`config.mk`:
```
export PLATFORM = sky130hd
export DESIGN_NAME = secded_codec
export DESIGN_NICKNAME = d
export VERILOG_FILES = /design/src/rtl/secded_pkg.sv /design/src/rtl/secded_enc.sv /design/src/rtl/secded_core.sv /design/src/rtl/secded_stage.sv /design/src/rtl/secded_codec.sv
export SDC_FILE = /design/constraint.sdc
export NUM_CORES = 1
export LEC_CHECK = 0
export ABC_AREA = 1
export BUFFER_PORTS_ARGS = -buffer_cell sky130_fd_sc_hd__buf_2
export CAP_MARGIN = 20
export CORE_MARGIN = 2
export CORE_UTILIZATION = 43
export CTS_CLUSTER_SIZE = 28
export DETAILED_ROUTE_END_ITERATION = 7
export GPL_TIMING_DRIVEN = 0
export HOLD_SLACK_MARGIN = 0.15
export PLACE_DENSITY = 0.69
export SETUP_SLACK_MARGIN = 0.02
export SYNTH_ARGS = -nofsm -noshare
export SYNTH_HDL_FRONTEND = slang
export SYNTH_HIERARCHICAL = 1
export SYNTH_SLANG_ARGS = --single-unit
```
`constraint.sdc`:
```
create_clock -name clk -period 1.6 [get_ports clk]
set_clock_uncertainty 0.05 [all_clocks]
set_input_delay 0.16 -clock clk [delete_from_list [all_inputs] [get_ports clk]]
set_output_delay 0.16 -clock clk [all_outputs]
set_load 0.02 [all_outputs]
```
`src/rtl/secded_pkg.sv`:
```
package secded_pkg;

    // Decoder classification of one received code word
    typedef enum logic [1:0] {
        ERR_NONE   = 2'd0,
        ERR_P0     = 2'd1,
        ERR_SINGLE = 2'd2,
        ERR_DOUBLE = 2'd3
    } err_e;

    // Smallest check-bit count covering k data bits
    function automatic int chk_bits(input int k);
        int m;
        m = 1;
        while ((1 << m) < m + k + 1) m = m + 1;
        return m;
    endfunction

    function automatic bit is_pow2(input int p);
        return (p > 0) && ((p & (p - 1)) == 0);
    endfunction

    // Data index held at a non-power-of-two Hamming position
    function automatic int data_idx(input int p);
        return p - $clog2(p + 1) - 1;
    endfunction

endpackage

```
`src/rtl/secded_enc.sv`:
```
module secded_enc
    import secded_pkg::*;
#(
    parameter  int K         = 8,
    parameter  bit P0_AT_LSB = 1'b0,
    localparam int M         = chk_bits(K),
    localparam int H         = K + M,
    localparam int N         = H + 1
) (
    input  logic [K-1:0] data_i,
    output logic [N-1:0] code_o,
    output logic [M-1:0] chk_o,
    output logic         par_o
);

    logic [H:1] hs;

    always_comb begin
        hs = '0;
        for (int p = 1; p <= H; p++) begin
            if (!is_pow2(p)) hs[p] = data_i[data_idx(p)];
        end
        for (int j = 0; j < M; j++) begin
            logic c;
            c = 1'b0;
            for (int p = 1; p <= H; p++) begin
                if (((p >> j) & 1) == 1) c = c ^ hs[p];
            end
            hs[1 << j] = c;
            chk_o[j]   = c;
        end
    end

    assign par_o = ^hs;

    generate
        if (P0_AT_LSB) begin : g_p0_low
            assign code_o = {hs, par_o};
        end else begin : g_p0_high
            assign code_o = {par_o, hs};
        end
    endgenerate

endmodule

```
`src/rtl/secded_core.sv`:
```
module secded_core
    import secded_pkg::*;
#(
    parameter  int K         = 8,
    parameter  bit P0_AT_LSB = 1'b0,
    localparam int M         = chk_bits(K),
    localparam int H         = K + M,
    localparam int N         = H + 1
) (
    input  logic [N-1:0] code_i,
    output logic [K-1:0] data_o,
    output logic [M-1:0] syn_o,
    output logic         sb_o,
    output logic         db_o,
    output logic         fix_o
);

    logic [H:1]   hs;
    logic [H:1]   hc;
    logic         p0;
    logic         perr;
    err_e         cls;

    generate
        if (P0_AT_LSB) begin : g_p0_low
            assign {hs, p0} = code_i;
        end else begin : g_p0_high
            assign {p0, hs} = code_i;
        end
    endgenerate

    always_comb begin
        syn_o = '0;
        for (int p = 1; p <= H; p++) begin
            if (hs[p]) syn_o = syn_o ^ M'(p);
        end
    end

    assign perr = (^hs) ^ p0;

    always_comb begin
        if (syn_o == '0) cls = perr ? ERR_P0 : ERR_NONE;
        else             cls = perr ? ERR_SINGLE : ERR_DOUBLE;
    end

    always_comb begin
        hc    = hs;
        fix_o = 1'b0;
        for (int p = 1; p <= H; p++) begin
            if (cls == ERR_SINGLE && syn_o == M'(p)) begin
                hc[p] = ~hs[p];
                if (!is_pow2(p)) fix_o = 1'b1;
            end
        end
    end

    always_comb begin
        data_o = '0;
        for (int p = 1; p <= H; p++) begin
            if (!is_pow2(p)) data_o[data_idx(p)] = hc[p];
        end
    end

    assign sb_o = (cls == ERR_SINGLE);
    assign db_o = (cls == ERR_DOUBLE);

endmodule

```
`src/rtl/secded_stage.sv`:
```
module secded_stage #(
    parameter int W  = 8,
    parameter bit EN = 1'b1
) (
    input  logic         clk,
    input  logic         rst_n,
    input  logic         en,
    input  logic [W-1:0] d,
    output logic [W-1:0] q
);

    generate
        if (EN) begin : g_reg
            logic [W-1:0] r;

            always_ff @(posedge clk or negedge rst_n) begin
                if (!rst_n)  r <= '0;
                else if (en) r <= d;
            end

            assign q = r;


            hold_when_idle_chk: assert property (@(posedge clk) disable iff (!rst_n)
                !en |=> $stable(q));
        end else begin : g_wire
            logic unused_stage;
            assign q            = d;
            assign unused_stage = ^{clk, rst_n, en};
        end
    endgenerate

endmodule

```
`src/rtl/secded_codec.sv`:
```
module secded_codec
    import secded_pkg::*;
#(
    parameter  int K         = 8,
    parameter  bit P0_AT_LSB = 1'b0,
    parameter  int LATENCY   = 1,
    localparam int M         = chk_bits(K),
    localparam int N         = K + M + 1,
    localparam int RW        = K + M + 3
) (
    input  logic         clk,
    input  logic         rst_n,
    input  logic         clk_en,
    input  logic [K-1:0] enc_data_i,
    output logic [N-1:0] enc_code_o,
    output logic [M-1:0] enc_chk_o,
    output logic         enc_par_o,
    input  logic [N-1:0] dec_code_i,
    output logic [K-1:0] dec_data_o,
    output logic [M-1:0] dec_syn_o,
    output logic         dec_sb_o,
    output logic         dec_db_o,
    output logic         dec_fix_o
);

    logic [N-1:0]  code_s;
    logic [K-1:0]  cd;
    logic [M-1:0]  cs;
    logic          csb;
    logic          cdb;
    logic          cfix;
    logic [RW-1:0] res_c;
    logic [RW-1:0] res_q;

    secded_enc #(.K(K), .P0_AT_LSB(P0_AT_LSB)) u_enc (
        .data_i (enc_data_i),
        .code_o (enc_code_o),
        .chk_o  (enc_chk_o),
        .par_o  (enc_par_o)
    );

    secded_stage #(.W(N), .EN(LATENCY == 2)) u_in_stage (
        .clk   (clk),
        .rst_n (rst_n),
        .en    (clk_en),
        .d     (dec_code_i),
        .q     (code_s)
    );

    secded_core #(.K(K), .P0_AT_LSB(P0_AT_LSB)) u_core (
        .code_i (code_s),
        .data_o (cd),
        .syn_o  (cs),
        .sb_o   (csb),
        .db_o   (cdb),
        .fix_o  (cfix)
    );

    assign res_c = {cd, cs, csb, cdb, cfix};

    secded_stage #(.W(RW), .EN(LATENCY >= 1)) u_out_stage (
        .clk   (clk),
        .rst_n (rst_n),
        .en    (clk_en),
        .d     (res_c),
        .q     (res_q)
    );

    assign {dec_data_o, dec_syn_o, dec_sb_o, dec_db_o, dec_fix_o} = res_q;


    sb_db_excl_chk: assert property (@(posedge clk) disable iff (!rst_n)
        !(dec_sb_o && dec_db_o));


    fix_needs_sb_chk: assert property (@(posedge clk) disable iff (!rst_n)
        dec_fix_o |-> dec_sb_o);


    zero_syn_quiet_chk: assert property (@(posedge clk) disable iff (!rst_n)
        (dec_syn_o == '0) |-> !(dec_sb_o || dec_db_o || dec_fix_o));


    enc_even_chk: assert property (@(posedge clk) disable iff (!rst_n)
        (^enc_code_o) == 1'b0);

endmodule

```
==> results.py <==
metrics = {
    "outcome": {
        "status": "finished clean",
    },
    "routing": {
        "drc": 0,
        "ant_nets": 0,
        "wirelength_um": 3910,
        "wire_per_inst_um": 9.52,
        "drtPass1Iterations": 4,
        "vias": 1872,
        "first_iter_violations": 72,
        "viasPerCell": 4.55,
    },
    "logic_synthesis": {
        "synth_xor_area_share_pct": 4.23,
        "yosys.area.top_type": "nand2_1",
        "synth_compound_area_share_pct": 2.12,
        "yosys.area_share.adder_pct": 0,
        "ys_ff_latch": 15,
        "synth_top_family_by_area": "simple AND/OR/NAND/NOR gates",
        "synth_top_cell_area_share_pct": 31.4,
        "syn_inst": 311,
        "syn_nets": 335,
        "synth_area_leaders": "nand2_1 31%, dfrtp_1 20%, buf_4 11%",
        "synthSimpleGateAreaFrac_pct": 51.0,
        "ys.warnings.count": 6,
        "synth.avg_cell_area_um2": 5.89,
        "syn_area_um2": 1830,
        "synth_cell_type_count": 23,
        "synth.area.mux_share_pct": 0,
        "yosysSeqAreaShare_pct": 20.5,
    },
    "grt": {
        "overflow": 0,
        "grt_pass1_vias": 1605,
        "grt_max_degree": 16,
        "antenna_found_initial": 0,
        "grt_pass1_wl_um": 6640,
        "grt_usage_pct": 16.4,
    },
    "power": {
        "p_sw_uw": 709,
        "peakVddDrop_mv": 0.274,
        "power_frac_comb_pct": 54.6,
        "p_leak_nw": 1.38,
        "intPower_uw": 948,
        "power_density_nw_per_um2": 748,
        "clkPwrFrac_pct": 17.6,
        "power_switching_share_pct": 42.8,
        "power_mw": 1.66,
        "p_seq_share_pct": 27.8,
    },
    "setup_path": {
        "crit_top_cell": "nand2_1",
        "cp_slowest_cell": "xnor2_4",
        "critPathMaxFanout": 3,
        "cp-start-kind": "input pin",
        "cpLargestDelayFamily": "buffers and inverters",
        "cp.required_ns": 1.39,
        "max_stage_delay_ns": 0.19,
        "critical_path_buf_inv_count": 4,
        "crit_chain": "buf_2 > xnor2_4 > nand3_1 > nand2_2 > nand2_2 > nand2_1 > nand2_1 > nand2_1 > inv_1 > buf_4 > buf_2",
        "path_class": "input pin to output pin",
        "cp_data_arrival_time_ns": 1.23,
        "endpoint_kind": "output pin",
    },
    "sta": {
        "min_period_ns": 1.44,
        "period_share_pct": 89.9,
        "max_freq_ghz": 0.695,
        "drv_slew": 0,
        "tns_ns": 0,
        "worstMarginPinSlew_ns": 0.320,
        "rsz0062_at_grt": "no",
        "timing_hold_violations_final": 0,
        "maxSlewHeadroom_pct": 78.7,
        "setup_viol": 0,
    },
    "layout": {
        "area_growth_pct": 20.9,
        "largest_register_ffs": 15,
        "final_common_cell": "nand2_1",
        "nets": 386,
        "mostFrequentLayoutCells": "148 x nand2_1, 42 x buf_2, 30 x inv_1, 29 x buf_4, 25 x nand2_2",
        "drive_gt1_share_pct": 35.5,
        "antennaDiodeCount": 0,
        "fill_cells": 423,
    },
    "floorplan": {
        "io_pins": 57,
        "die_area_um2": 4800,
        "rows": 23,
        "die_x_um": 69.3,
        "core_um2": 4060,
        "start_util_pct": 45.1,
        "die-height_um": 69.3,
    },
    "clock_network": {
        "clk_pin_slew_ns": 0.05,
        "ctsRootBufferMaster": "clkbuf_8",
        "htreeDepth": 1,
        "clk_latency_ns": 0.24,
        "cts.sinks": 15,
        "cts_tree": "yes",
        "numCtsBuffers": 3,
        "clockBufferDepth": 2,
    },
    "place": {
        "gp_congestion": 0.775,
        "io_buffers": 42,
        "dpl.hpwl_um": 3320,
    },
    "hold_path": {
        "worst_hold_path_type": "input pin to flip-flop",
    },
    "job": {
        "drv_cap": 0,
    },
}
==> power groups by stage <==
stage	Sequential [mW]	Combinational, mW	Clock (mW)
2_1_floorplan	0.539	0.589	0
3_3_place_gp	0.464	0.863	0
3_5_place_dp	0.467	0.876	0
4_1_cts	0.461	0.883	0.305
5_1_grt	0.468	0.999	0.324
6_report	0.461	0.904	0.291
==> tightest hold or removal path, delay by kind of cell <==
kind                   cells  cell delay [ns]
buffers and inverters      1             0.11
and+or+nand+nor            4             0.20
==> routing by layer <==
layer | track usage [%] | routed length, µm | vias up
li1 | - | - | 1001
met1 | 20.6 | 1770 | 811
met2 | 29.3 | 1890 | 56
met3 | 1.45 | 209 | 4
met4 | 5.66 | 50 | 0
met5 | 0 | 0 | -
==> cell families (layout without fill, tap and decap cells) <==
| logic type | count (synthesis) | count (layout) |
|---|---|---|
| compound gates | 7 | 7 |
| buf+inv | 71 | 121 |
| xor+xnor | 8 | 8 |
| simple gates | 210 | 210 |
| flops | 15 | 15 |
==> repair_timing <==
item,in CTS,in global routing
gates resized for setup,0,9
setup buffers,0,3
endpoints found under the setup margin,0,5
hold buffers,2,0
hold endpoints to repair,21,0
==> Yosys cell counts <==
| cell | number |
|---|---|
| a21oi_1 | 2 |
| buf_12 | 1 |
| buf_4 | 27 |
| buf_6 | 2 |
| dfrtp_1 | 15 |
| inv_1 | 31 |
| inv_2 | 8 |
| inv_4 | 1 |
| inv_6 | 1 |
| nand2_1 | 153 |
| nand2_2 | 20 |
| nand2_4 | 2 |
| nand3_1 | 17 |
| nand3_2 | 3 |
| nand3b_1 | 2 |
| nor2_1 | 6 |
| nor2_2 | 4 |
| nor2_4 | 3 |
| o21ai_1 | 4 |
| o21ai_2 | 1 |
| xnor2_1 | 5 |
| xnor2_2 | 1 |
| xor2_1 | 2 |
==> stage by stage <==
step	utilization [%]	setup WS [ns]	instances	hold WS [ns]	area [µm²]
floorplan	-	0.0679	311	-0.186	1830
global placement	51.9	-0.112	403	0.0192	2100
detailed placement	51.9	-0.125	403	0.0240	2100
CTS	53.5	0.109	409	0.219	2170
global route	54.6	0.0241	411	0.250	2210
finish	54.6	0.161	411	0.221	2210
==> cell type report <==
| type | count | area [µm²] | area share [%] |
|---|---|---|---|
| flip-flops and latches | 15 | 375 | 16.9 |
| repair buffers | 47 | 253 | 11.4 |
| multi-input cells | 225 | 1070 | 48.5 |
| well taps | 50 | 62.6 | 2.82 |
| clock buffers | 3 | 41.3 | 1.86 |
| clock inverters | 1 | 5.00 | 0.226 |
| plain buffers | 29 | 238 | 10.7 |
| inverters | 41 | 166 | 7.51 |
==> worst paths after layout <==
| check | to | depth (start not counted) | start | slack (ns) |
|---|---|---|---|---|
| setup / recovery | enc_code_o[12] | 11 | enc_data_i[1] | 0.16 |
| hold / removal | u_out_stage/q[8]$_DFFE_PN0P_ | 5 | dec_code_i[4] | 0.22 |
| setup reg to reg | u_out_stage/q[4]$_DFFE_PN0P_ | 2 | u_out_stage/q[4]$_DFFE_PN0P_ | 0.92 |
| hold reg to reg | u_out_stage/q[9]$_DFFE_PN0P_ | 2 | u_out_stage/q[9]$_DFFE_PN0P_ | 0.42 |
| max in group asynchronous | u_out_stage/q[6]$_DFFE_PN0P_ | 2 | rst_n | 0.97 |
| min in group asynchronous | u_out_stage/q[7]$_DFFE_PN0P_ | 2 | rst_n | 0.29 |
Note: power is estimated with default switching activity, not from simulation.
